$ cat src/rtl/ks_maj3_pkg.sv
`timescale 1ns/1ps
package ks_maj3_pkg;

   typedef enum logic [1:0] {
      PH_LOAD = 2'd0,
      PH_MIX  = 2'd1,
      PH_RUN  = 2'd2
   } ks_phase_t;

   localparam int unsigned NUM_REGS = 3;

   function automatic logic maj3(input logic a, input logic b, input logic c);
      return (a & b) | (a & c) | (b & c);
   endfunction

endpackage

$ cat src/rtl/ks_lfsr_stage.sv
`timescale 1ns/1ps
module ks_lfsr_stage #(
   parameter int          LEN    = 19,
   parameter logic [31:0] TAPS   = 32'h0007_2000,
   parameter int          CK_POS = 8
) (
   input  logic clk,
   input  logic rst_n,
   input  logic step,
   input  logic inject,
   output logic clk_bit,
   output logic nxt_msb
);

   if (LEN < 2 || LEN > 32 || CK_POS < 0 || CK_POS >= LEN) begin : g_bad_shape
      $error("ks_lfsr_stage: length or clocking position out of range");
   end

   logic [LEN-1:0] sr;
   logic [LEN-1:0] sr_nxt;
   logic           fb;

   always_comb begin
      fb      = (^(sr & TAPS[LEN-1:0])) ^ inject;
      sr_nxt  = {sr[LEN-2:0], fb};
      clk_bit = sr[CK_POS];
      nxt_msb = step ? sr_nxt[LEN-1] : sr[LEN-1];
   end

   always_ff @(posedge clk) begin
      if (!rst_n)    sr <= '0;
      else if (step) sr <= sr_nxt;
   end

endmodule

$ cat src/rtl/ks_majority_vote.sv
`timescale 1ns/1ps
module ks_majority_vote
   import ks_maj3_pkg::*;
(
   input  logic [NUM_REGS-1:0] ck_bits,
   output logic [NUM_REGS-1:0] step_en
);

   logic vote;

   assign vote = maj3(ck_bits[0], ck_bits[1], ck_bits[2]);

   for (genvar g = 0; g < NUM_REGS; g++) begin : g_agree
      assign step_en[g] = ~(ck_bits[g] ^ vote);
   end

endmodule

$ cat src/rtl/ks_seq_ctrl.sv
`timescale 1ns/1ps
module ks_seq_ctrl
   import ks_maj3_pkg::*;
#(
   parameter int LOAD_BITS  = 86,
   parameter int MIX_CYCLES = 100,
   parameter int WORD_W     = 8
) (
   input  logic clk,
   input  logic rst_n,
   input  logic key_iv_wr,
   input  logic data_in_wr,
   input  logic dout_full,
   output logic key_iv_rdy,
   output logic data_in_rdy,
   output logic load_step,
   output logic maj_en,
   output logic run_step,
   output logic take
);

   if (LOAD_BITS < 1 || MIX_CYCLES < 1 || WORD_W < 1) begin : g_bad_counts
      $error("ks_seq_ctrl: load, mix and word counts must be positive");
   end

   localparam int LCW = $clog2(LOAD_BITS + 1);
   localparam int MCW = $clog2(MIX_CYCLES + 1);
   localparam int BCW = $clog2(WORD_W + 1);
   localparam logic [LCW-1:0] LD_LAST  = LCW'(LOAD_BITS - 1);
   localparam logic [MCW-1:0] MX_LAST  = MCW'(MIX_CYCLES - 1);
   localparam logic [BCW-1:0] BIT_FULL = BCW'(WORD_W);

   ks_phase_t      ph;
   logic [LCW-1:0] ld_cnt;
   logic [MCW-1:0] mx_cnt;
   logic [BCW-1:0] bit_cnt;
   logic           word_full;

   always_comb begin
      word_full   = (bit_cnt == BIT_FULL);
      key_iv_rdy  = (ph == PH_LOAD);
      load_step   = key_iv_rdy & key_iv_wr;
      data_in_rdy = (ph == PH_RUN) & word_full & ~dout_full;
      take        = data_in_rdy & data_in_wr;
      run_step    = (ph == PH_RUN) & (~word_full | take);
      maj_en      = (ph == PH_MIX) | run_step;
   end

   always_ff @(posedge clk) begin
      if (!rst_n) begin
         ph      <= PH_LOAD;
         ld_cnt  <= '0;
         mx_cnt  <= '0;
         bit_cnt <= '0;
      end else begin
         case (ph)
            PH_LOAD: begin
               if (load_step) begin
                  if (ld_cnt == LD_LAST) begin
                     ld_cnt <= '0;
                     ph     <= PH_MIX;
                  end else begin
                     ld_cnt <= ld_cnt + 1'b1;
                  end
               end
            end
            PH_MIX: begin
               if (mx_cnt == MX_LAST) begin
                  mx_cnt <= '0;
                  ph     <= PH_RUN;
               end else begin
                  mx_cnt <= mx_cnt + 1'b1;
               end
            end
            PH_RUN: begin
               if (run_step) bit_cnt <= take ? BCW'(1) : bit_cnt + 1'b1;
            end
            default: ph <= PH_LOAD;
         endcase
      end
   end

endmodule

$ cat src/rtl/ks_word_xor.sv
`timescale 1ns/1ps
module ks_word_xor #(
   parameter int WORD_W = 8
) (
   input  logic              clk,
   input  logic              rst_n,
   input  logic              run_step,
   input  logic              take,
   input  logic              ks_bit,
   input  logic [WORD_W-1:0] data_in,
   output logic [WORD_W-1:0] data_out,
   output logic              dout_wr
);

   logic [WORD_W-1:0] ks_buf;

   if (WORD_W == 1) begin : g_single
      always_ff @(posedge clk) begin
         if (!rst_n)        ks_buf <= '0;
         else if (run_step) ks_buf <= ks_bit;
      end
   end else begin : g_shift
      always_ff @(posedge clk) begin
         if (!rst_n)        ks_buf <= '0;
         else if (run_step) begin
            if (take) ks_buf <= {ks_bit, {(WORD_W-1){1'b0}}};
            else      ks_buf <= {ks_bit, ks_buf[WORD_W-1:1]};
         end
      end
   end

   always_ff @(posedge clk) begin
      if (!rst_n) begin
         data_out <= '0;
         dout_wr  <= 1'b0;
      end else begin
         dout_wr <= take;
         if (take) data_out <= data_in ^ ks_buf;
      end
   end

endmodule

$ cat src/rtl/ks_maj3_gen.sv
`timescale 1ns/1ps
module ks_maj3_gen
   import ks_maj3_pkg::*;
#(
   parameter int          KEY_BITS   = 64,
   parameter int          IV_BITS    = 22,
   parameter int          MIX_CYCLES = 100,
   parameter int          WORD_W     = 8,
   parameter int          LEN_A      = 19,
   parameter int          LEN_B      = 22,
   parameter int          LEN_C      = 23,
   parameter logic [31:0] TAPS_A     = 32'h0007_2000,
   parameter logic [31:0] TAPS_B     = 32'h0030_0000,
   parameter logic [31:0] TAPS_C     = 32'h0070_0080,
   parameter int          CK_A       = 8,
   parameter int          CK_B       = 10,
   parameter int          CK_C       = 10
) (
   input  logic              clk,
   input  logic              rst_n,
   input  logic              key_iv_bit,
   input  logic              key_iv_wr,
   output logic              key_iv_rdy,
   input  logic [WORD_W-1:0] data_in,
   input  logic              data_in_wr,
   output logic              data_in_rdy,
   output logic [WORD_W-1:0] data_out,
   output logic              dout_wr,
   input  logic              dout_full
);

   localparam int LOAD_BITS = KEY_BITS + IV_BITS;

   if (KEY_BITS < 1 || IV_BITS < 0) begin : g_bad_load
      $error("ks_maj3_gen: key length must be positive");
   end

   logic                load_step;
   logic                maj_en;
   logic                run_step;
   logic                take;
   logic                inject;
   logic                ks_bit;
   logic [NUM_REGS-1:0] ck_bits;
   logic [NUM_REGS-1:0] vote;
   logic [NUM_REGS-1:0] step_vec;
   logic [NUM_REGS-1:0] nmsb;

   ks_seq_ctrl #(
      .LOAD_BITS (LOAD_BITS),
      .MIX_CYCLES(MIX_CYCLES),
      .WORD_W    (WORD_W)
   ) u_ctrl (
      .clk        (clk),
      .rst_n      (rst_n),
      .key_iv_wr  (key_iv_wr),
      .data_in_wr (data_in_wr),
      .dout_full  (dout_full),
      .key_iv_rdy (key_iv_rdy),
      .data_in_rdy(data_in_rdy),
      .load_step  (load_step),
      .maj_en     (maj_en),
      .run_step   (run_step),
      .take       (take)
   );

   ks_majority_vote u_vote (
      .ck_bits(ck_bits),
      .step_en(vote)
   );

   assign inject   = load_step & key_iv_bit;
   assign step_vec = {NUM_REGS{load_step}} | ({NUM_REGS{maj_en}} & vote);
   assign ks_bit   = ^nmsb;

   for (genvar g = 0; g < NUM_REGS; g++) begin : g_reg
      localparam int          L = (g == 0) ? LEN_A  : (g == 1) ? LEN_B  : LEN_C;
      localparam logic [31:0] T = (g == 0) ? TAPS_A : (g == 1) ? TAPS_B : TAPS_C;
      localparam int          C = (g == 0) ? CK_A   : (g == 1) ? CK_B   : CK_C;
      ks_lfsr_stage #(
         .LEN   (L),
         .TAPS  (T),
         .CK_POS(C)
      ) u_stage (
         .clk    (clk),
         .rst_n  (rst_n),
         .step   (step_vec[g]),
         .inject (inject),
         .clk_bit(ck_bits[g]),
         .nxt_msb(nmsb[g])
      );
   end

   ks_word_xor #(
      .WORD_W(WORD_W)
   ) u_xor (
      .clk     (clk),
      .rst_n   (rst_n),
      .run_step(run_step),
      .take    (take),
      .ks_bit  (ks_bit),
      .data_in (data_in),
      .data_out(data_out),
      .dout_wr (dout_wr)
   );

endmodule

$ cat config.mk
export PLATFORM = sky130hd
export DESIGN_NAME = ks_maj3_gen
export DESIGN_NICKNAME = d
export VERILOG_FILES = /design/src/rtl/ks_maj3_pkg.sv /design/src/rtl/ks_lfsr_stage.sv /design/src/rtl/ks_majority_vote.sv /design/src/rtl/ks_seq_ctrl.sv /design/src/rtl/ks_word_xor.sv /design/src/rtl/ks_maj3_gen.sv
export SDC_FILE = /design/constraint.sdc
export NUM_CORES = 1
export LEC_CHECK = 0
export BUFFER_PORTS_ARGS = -buffer_cell sky130_fd_sc_hd__buf_4
export CAP_MARGIN = 20
export CORE_ASPECT_RATIO = 1.5
export CORE_UTILIZATION = 40
export DETAILED_ROUTE_END_ITERATION = 8
export PLACE_DENSITY = 0.63
export SLEW_MARGIN = 10
export SYNTH_ARGS = -nofsm -noshare
export SYNTH_HDL_FRONTEND = slang
export SYNTH_SLANG_ARGS = --single-unit
$ cat constraint.sdc
create_clock -name clk -period 3 [get_ports clk]
set_clock_uncertainty 0.15 [all_clocks]
set_input_delay 0 -clock clk [delete_from_list [all_inputs] [get_ports clk]]
set_output_delay 0 -clock clk [all_outputs]
set_load 0.01 [all_outputs]
==> results of run 1 <==
power groups by stage:
stage / Combinational [mW] / Sequential [mW] / Clock, mW
2_1_floorplan: 0.0849 / 1.38 / 0
3_3_place_gp: 0.112 / 1.38 / 0
3_5_place_dp: 0.113 / 1.38 / 0
4_1_cts: 0.123 / 1.35 / 1.20
5_1_grt: 0.134 / 1.35 / 1.25
6_report: 0.122 / 1.35 / 1.17
logic make-up (layout without fill, tap and decap cells):
logic type / Yosys count / count (layout) / synth area share, %
adders and majority gates: 5 / 5 / 1.498
xor gates and xnor gates: 29 / 29 / 6.411
DFF: 101 / 101 / 48.41
muxes: 67 / 67 / 16.06
AOI/OAI and AO/OA: 34 / 34 / 6.081
and+or+nand+nor: 140 / 140 / 19.17
buffers and inverters: 24 / 69 / 2.367
metal layers:
metal | vias up | track usage [%] | wire length (um)
met3 | 13 | 4.070 | 204
met5 | - | 0 | 0
met1 | 1282 | 16.14 | 3119
li1 | 1418 | - | -
met4 | 0 | 7.549 | 165
met2 | 35 | 23.81 | 3438
cell type report:
type	instances	area (sq um)	share of cell area (%)
clock inverter	5	60.06	1.209
clock buffer	11	242.7	4.885
multi-input combinational	275	2067	41.60
timing repair buffer	49	415.4	8.361
inverter	4	15.01	0.3022
tap	117	146.4	2.946
sequential	101	2022	40.70
synth_stat cells (all sizes together), types with 3 or more instances:
cell and n:
dfxtp 101, nor2b 76, mux2i 67, nand2 20, xnor2 19, nor2 16
clkbuf 13, o211a 9, xor2 9, a22oi 8, o21ai 8, buf 7
nand2b 6, ha 5, and2 4, inv 4, nand4 4, a21oi 3
nand3 3, nor4bb 3
how the worst min path moves through the flow:
stage	start	end
2_1_floorplan	dout_full	data_in_rdy
3_3_place_gp	dout_full	data_in_rdy
3_5_place_dp	dout_full	data_in_rdy
4_1_cts	key_iv_wr	u_ctrl.ld_cnt[1]
5_1_grt	key_iv_wr	u_ctrl.ld_cnt[1]
6_report	key_iv_wr	u_ctrl.ld_cnt[1]
flip-flops by register name, summed over array words and instances (netlist names):
register	flops
g.u_stage.sr	64
u_xor.data_out	8
u_xor.ks_buf	8
u_ctrl.ld_cnt	7
u_ctrl.mx_cnt	7
u_ctrl.bit_cnt	4
u_ctrl.ph	2
u_xor.dout_wr	1
worst max-delay path, cell delays in order (launching register included):
cell	delay [ns]
dfxtp_1	0.38
nor2b_1	0.36
nor3b_1	0.34
and2_1	0.19
buf_4	0.21
nand2_1	0.08
o211a_1	0.12
dlygate4sd3_1	0.55
==> flow_metrics.py, run 1 <==
metrics = {
    "global_route": {
        "grt_pass1_wl_mm": 12.11,
        "first_global_vias": 2648,
        "track_usage_pct": 14.17,
        "antenna_found_initial": 0,
        "grt_overflow": 0,
        "grt_max_degree": 60,
    },
    "worst_setup_path": {
        "endpoint": "u_xor.data_out[0]",
        "cp.arrival_ns": 2.58,
        "r2r-end": "u_xor.data_out[0]",
        "worst_r2r_path_depth": 7,
        "worstReg2RegStart": "u_ctrl.ph[1]",
        "critPathMaxFanout": 17,
        "reg2reg_slack_ns": 0.50,
        "crit_path_end_kind": "flip-flop",
        "required_ns": 3.08,
        "startpoint": "u_ctrl.ph[1]",
        "worstSetupPathType": "flip-flop to flip-flop",
        "cp-start-kind": "flip-flop",
    },
    "timing": {
        "worst_pin_slew_ns": 0.5804,
        "min_period_over_period_pct": 83.48,
        "hold_viol_final": 0,
        "drv_slew": 0,
        "fin_ws_ns": 0.4957,
        "fmax_mhz": 399.3,
        "setup_viol": 0,
        "tns_ns": 0,
        "rsz0062_at_grt": "false",
        "period_needed_ns": 2.504,
        "finalHoldWorstSlack_ns": 0.06545,
        "slew_headroom_pct": 61.16,
    },
    "cells_and_area": {
        "fin_cells": 562,
        "final_common_cell": "dfxtp_1",
        "diodes": 0,
        "n_fill_cell": 932,
        "final_util_pct": 49.02,
        "syn_to_final_growth_pct": 18.96,
        "drive_above_1_share_pct": 11.01,
        "layout_common_cells": "101 x dfxtp_1, 76 x nor2b_1, 67 x mux2i_1",
        "num-nets-final": 459,
        "design_area_sq_um": 4969,
    },
    "floorplan": {
        "die_w_um": 85.43,
        "die_h_um": 127.1,
        "io_pins": 25,
        "die_area_sq_um": 10860,
        "core_sq_um": 10130,
        "num_rows": 45,
        "initial_core_util_pct": 41.21,
    },
    "yosys": {
        "synthCells": 400,
        "synth_area_leaders": "dfxtp_1 48%, mux2i_1 16%, nor2b_1 11%, xnor2_1 4.0%, o211a_1 2.2%",
        "ys_seq_area_share_pct": 48.41,
        "synth.avg_cell_area_sq_um": 10.44,
        "yosysUniqueCellTypes": 32,
        "synth_area_sq_um": 4177,
        "synthesis.nets": 419,
        "netlist.area_leader.share_pct": 48.41,
        "synthArstFlopShare_pct": 0,
        "ys_seq_elements": 101,
        "synth_warnings": 0,
        "synth_flop_cell": "dfxtp_1",
        "synth_top_area_cell": "dfxtp_1",
        "synth-edff-count": 0,
    },
    "detailed_routing": {
        "via_per_inst": 4.890,
        "drtAntennaViolNets": 0,
        "drtIter0Drc": 94,
        "drc": 0,
        "drt-pass1-iter-count": 4,
        "wl_per_cell_um": 12.33,
        "drt-total-wl_mm": 6.927,
        "num_vias": 2748,
    },
    "job": {
        "maxCapViolations": 0,
    },
    "clock_network": {
        "post_cts_buffers": 0,
        "cts_hold_buf": 19,
        "cts_buffer_depth": 2,
        "clk-insertion-delay-late_ns": 0.34,
        "cts_tree": "yes",
        "cts-buffers-inserted": 9,
        "clk_pin_slew_worst_paths_ns": 0.07,
        "cts_root_buffer": "clkbuf_16",
        "cts.sink_count": 101,
        "cts_resized": 0,
        "cts_max_level": 3,
    },
    "power": {
        "vdd_drop_max_mv": 0.3548,
        "netSwitchingFraction_pct": 21.06,
        "power.leakage_nw": 2.069,
        "power.switching_mw": 0.5557,
        "pwr-share-clk_pct": 44.2,
        "pwr-share-comb_pct": 4.6,
        "p_total_mw": 2.639,
        "power_per_cell_area_nw_per_um2": 531.2,
        "power_frac_seq_pct": 51.2,
        "internal-power_mw": 2.083,
    },
    "place": {
        "placed_area_sq_um": 4476,
        "dpl.cell_count": 527,
        "place.gp.congestion": 0.7099,
        "portBuffers": 24,
        "hpwl_mm": 4.575,
        "place_ws_ns": 0.6662,
    },
    "min_path": {
        "hp-class": "input pin to flip-flop",
        "holdPathStages": 3,
    },
    "outcome": {
        "status": "completed",
    },
}
No activity file was read; power rests on OpenSTA's default activity.
==> run 2, diff against run 1 <==
- ABC_AREA: not set -> 1
- PLACE_DENSITY: 0.63 -> 0.66
- clock period: 3 -> 2 ns (I/O delays scaled with it)
==> run 2 against run 1 <==
Compared with the run above:
- combinational power rose to 2.8 times the previous value
- worst hold slack got worse by 0.0055 ns
- critical endpoint is now u_xor.ks_buf[7]
- highest routed layer unchanged
- flip-flop and latch count did not move
==> flow_metrics.py, run 2 <==
metrics = {
    "outcome": {
        "status": "completed",
    },
    "detailed_routing": {
        "drtAntennaViolNets": 0,
        "drt-total-wl_mm": 7.651,
        "num_vias": 3302,
        "wl_per_cell_um": 11.25,
        "drt-pass1-iter-count": 4,
        "drc": 0,
        "drtIter0Drc": 179,
        "via_per_inst": 4.856,
    },
    "power": {
        "pwr-share-comb_pct": 8.3,
        "power_frac_seq_pct": 51.4,
        "power.switching_mw": 0.9818,
        "internal-power_mw": 3.214,
        "netSwitchingFraction_pct": 23.40,
        "pwr-share-clk_pct": 40.4,
        "power.leakage_nw": 1.945,
        "vdd_drop_max_mv": 0.5618,
        "power_per_cell_area_nw_per_um2": 865.6,
    },
    "cells_and_area": {
        "n_fill_cell": 918,
        "fin_cells": 680,
        "num-nets-final": 579,
        "diodes": 0,
        "design_area_sq_um": 4847,
        "final_common_cell": "nor2_1",
        "syn_to_final_growth_pct": 20.84,
        "multiInputGateArea_sq_um": 1793,
        "largest_reg_flops": 64,
        "largest-register": "g.u_stage.sr",
        "layout_common_cells": "130 x nor2_1, 100 x dfxtp_1, 74 x o21ai_0",
        "reg.largest.list": "g.u_stage.sr x64, u_xor.data_out x8, u_xor.ks_buf x8",
        "regArea_sq_um": 2023,
        "drive_above_1_share_pct": 14.69,
    },
    "yosys": {
        "synth_top_area_cell": "dfxtp_1",
        "synthMuxAreaShare_pct": 0,
        "synthTopCellsByCount": "134 x nor2_1, 101 x dfxtp_1, 77 x o21ai_0",
        "yosys.area_share.simple_pct": 22.46,
        "synthArstFlopShare_pct": 0,
        "synth_area_leaders": "dfxtp_1 50%, nor2_1 13%, o21ai_0 9.6%, nand2_1 4.9%, xnor2_1 3.5%",
        "post_synth_fa_ha_maj_area_fraction_pct": 1.560,
        "yosysUniqueCellTypes": 28,
        "synthesis.nets": 536,
        "synth_most_common_cell": "nor2_1",
        "synth_area_sq_um": 4011,
        "synth-xor-area-share_pct": 5.459,
        "synth_top_family_by_area": "simple AND/OR/NAND/NOR gates",
        "synth.avg_cell_area_sq_um": 7.759,
        "synth_compound_area_share_pct": 14.00,
        "synthCells": 517,
        "synth_flop_cell": "dfxtp_1",
        "ys_seq_area_share_pct": 50.41,
        "netlist.area_leader.share_pct": 50.41,
        "ys_seq_elements": 101,
        "synth_warnings": 0,
        "synth-edff-count": 0,
    },
    "worst_setup_path": {
        "cp-start-kind": "flip-flop",
        "slowest_stage": "dfxtp_2",
        "required_ns": 2.10,
        "path_cells": "inv_1, ha_1, nand2_1, nor2_2, o21ai_2, nand2_4, nand2_4, nand2_4, nand2_8, nand2_2, nand2_1, nand2_1, nand2_1, nand2_1, nand3_1, nand2_1, inv_1",
        "crit_path_end_kind": "flip-flop",
        "worstSetupPathType": "flip-flop to flip-flop",
        "cp_common_cell": "nand2_1",
        "worst_path_largest_cell_delay_ns": 0.32,
        "cp.arrival_ns": 2.02,
        "critPathMaxFanout": 6,
    },
    "clock_network": {
        "clk-insertion-delay-late_ns": 0.35,
        "cts.sink_count": 101,
        "cts_buffer_depth": 2,
        "cts-buffers-inserted": 9,
        "cts_tree": "yes",
        "clk_pin_slew_worst_paths_ns": 0.06,
        "cts_root_buffer": "clkbuf_16",
        "cts_max_level": 3,
    },
    "timing": {
        "tns_ns": 0,
        "rsz0062_at_grt": "true",
        "fin_ws_ns": 0.07367,
        "drv_slew": 0,
        "fmax_mhz": 519.1,
        "hold_viol_final": 0,
        "period_needed_ns": 1.926,
        "slew_headroom_pct": 72.00,
        "min_period_over_period_pct": 96.32,
        "setup_viol": 0,
        "worst_pin_slew_ns": 0.4195,
    },
    "place": {
        "portBuffers": 24,
        "dpl.cell_count": 646,
        "hpwl_mm": 4.871,
        "place_ws_ns": -0.1463,
        "placed_area_sq_um": 4315,
        "place.gp.congestion": 0.7960,
    },
    "global_route": {
        "grt_overflow": 0,
        "track_usage_pct": 15.34,
        "grt_max_degree": 38,
        "antenna_found_initial": 0,
        "grt_pass1_wl_mm": 13.09,
        "first_global_vias": 3034,
    },
    "floorplan": {
        "die_w_um": 83.77,
        "num_rows": 44,
        "core_sq_um": 9689,
        "die_h_um": 124.7,
        "initial_core_util_pct": 41.40,
        "die_area_sq_um": 10440,
        "io_pins": 25,
    },
    "job": {
        "maxCapViolations": 0,
    },
    "min_path": {
        "hp-class": "input pin to flip-flop",
    },
}
## run 2: cell types whose count changed after synthesis, moves of 7 or more
| cell | previous run | this run |
|---|---|---|
| a22oi_1 | 8 | 1 |
| nand3_1 | 3 | 14 |
| nor2b_1 | 76 | 0 |
| o211a_1 | 9 | 0 |
| o21ai_0 | 5 | 77 |
| a21oi_1 | 3 | 26 |
| mux2i_1 | 67 | 0 |
| nand2_1 | 20 | 52 |
| inv_1 | 4 | 34 |
| nor2_1 | 16 | 134 |
## run 2: path summary, 6_finish.rpt
check | start | endpoint | slack, ns | depth (start not counted)
max | u_ctrl.bit_cnt[0] | u_xor.ks_buf[7] | 0.07 | 17
min reg2reg | u_ctrl.ld_cnt[6] | u_ctrl.ld_cnt[6] | 0.31 | 1
min | dout_full | u_ctrl.bit_cnt[3] | 0.06 | 7
max reg2reg | u_ctrl.bit_cnt[0] | u_xor.ks_buf[7] | 0.07 | 17
## run 2: worst max-delay path, delay by kind of cell (launching register included)
kind                     cells  cell delay, ns
AO/OA/AOI/OAI                1            0.09
adder cells (fa/ha/maj)      1            0.15
flip-flops                   1            0.32
buffers and inverters        2            0.10
AND/OR/NAND/NOR             13            1.00
## run 2: metrics by stage
step | power [mW] | hold slack (ns) | utilization [%]
CTS | 4.233 | 0.05563 | 49.30
detailed placement | 2.502 | 0.1509 | 44.54
global route | 4.383 | 0.1045 | 50.03
floorplan | 2.426 | 0.005712 | -
finish | 4.196 | 0.05992 | 50.03
global placement | 2.492 | 0.1417 | 44.54
## run 2: timing repair
| action | CTS | global route |
|---|---|---|
| endpoints found under the setup margin | 30 | 47 |
| cloned | 4 | 1 |
| hold endpoints to repair | 41 | 0 |
| gates resized for setup | 9 | 16 |
| buffers inserted | 0 | 1 |
| pin swaps | 0 | 1 |
| hold buffers | 12 | 0 |
## run 2: routing by layer
layer	wire length [um]	track usage, %	vias up
met5	0	0	-
met4	170	7.677	0
met3	212	3.247	13
met2	3843	26.92	39
met1	3424	17.35	1507
li1	-	-	1743
## run 2: logic make-up (layout without fill, tap and decap cells)
| logic type | Yosys count | count (layout) |
|---|---|---|
| compound gates | 109 | 109 |
| xor+xnor | 25 | 25 |
| fa+ha+maj | 5 | 5 |
| buf+inv | 59 | 107 |
| flops | 101 | 101 |
| simple gates | 218 | 218 |
## run 2: power groups by stage
stage	combinational, mW	sequential, mW	clock [mW]
after floorplan	0.240	2.19	0
after global placement	0.296	2.20	0
after detailed placement	0.305	2.20	0
after CTS	0.334	2.15	1.75
after global routing	0.395	2.17	1.82
final	0.347	2.16	1.69
## run 2: area by class of cell
cell class,count,share of cell area [%]
timing repair inverter,5,0.7228
timing repair buffer,48,8.467
multi-input combinational,357,36.99
clock buffer,9,4.646
inverter,38,3.098
clock inverter,7,1.368
tap,115,2.969
sequential,101,41.74
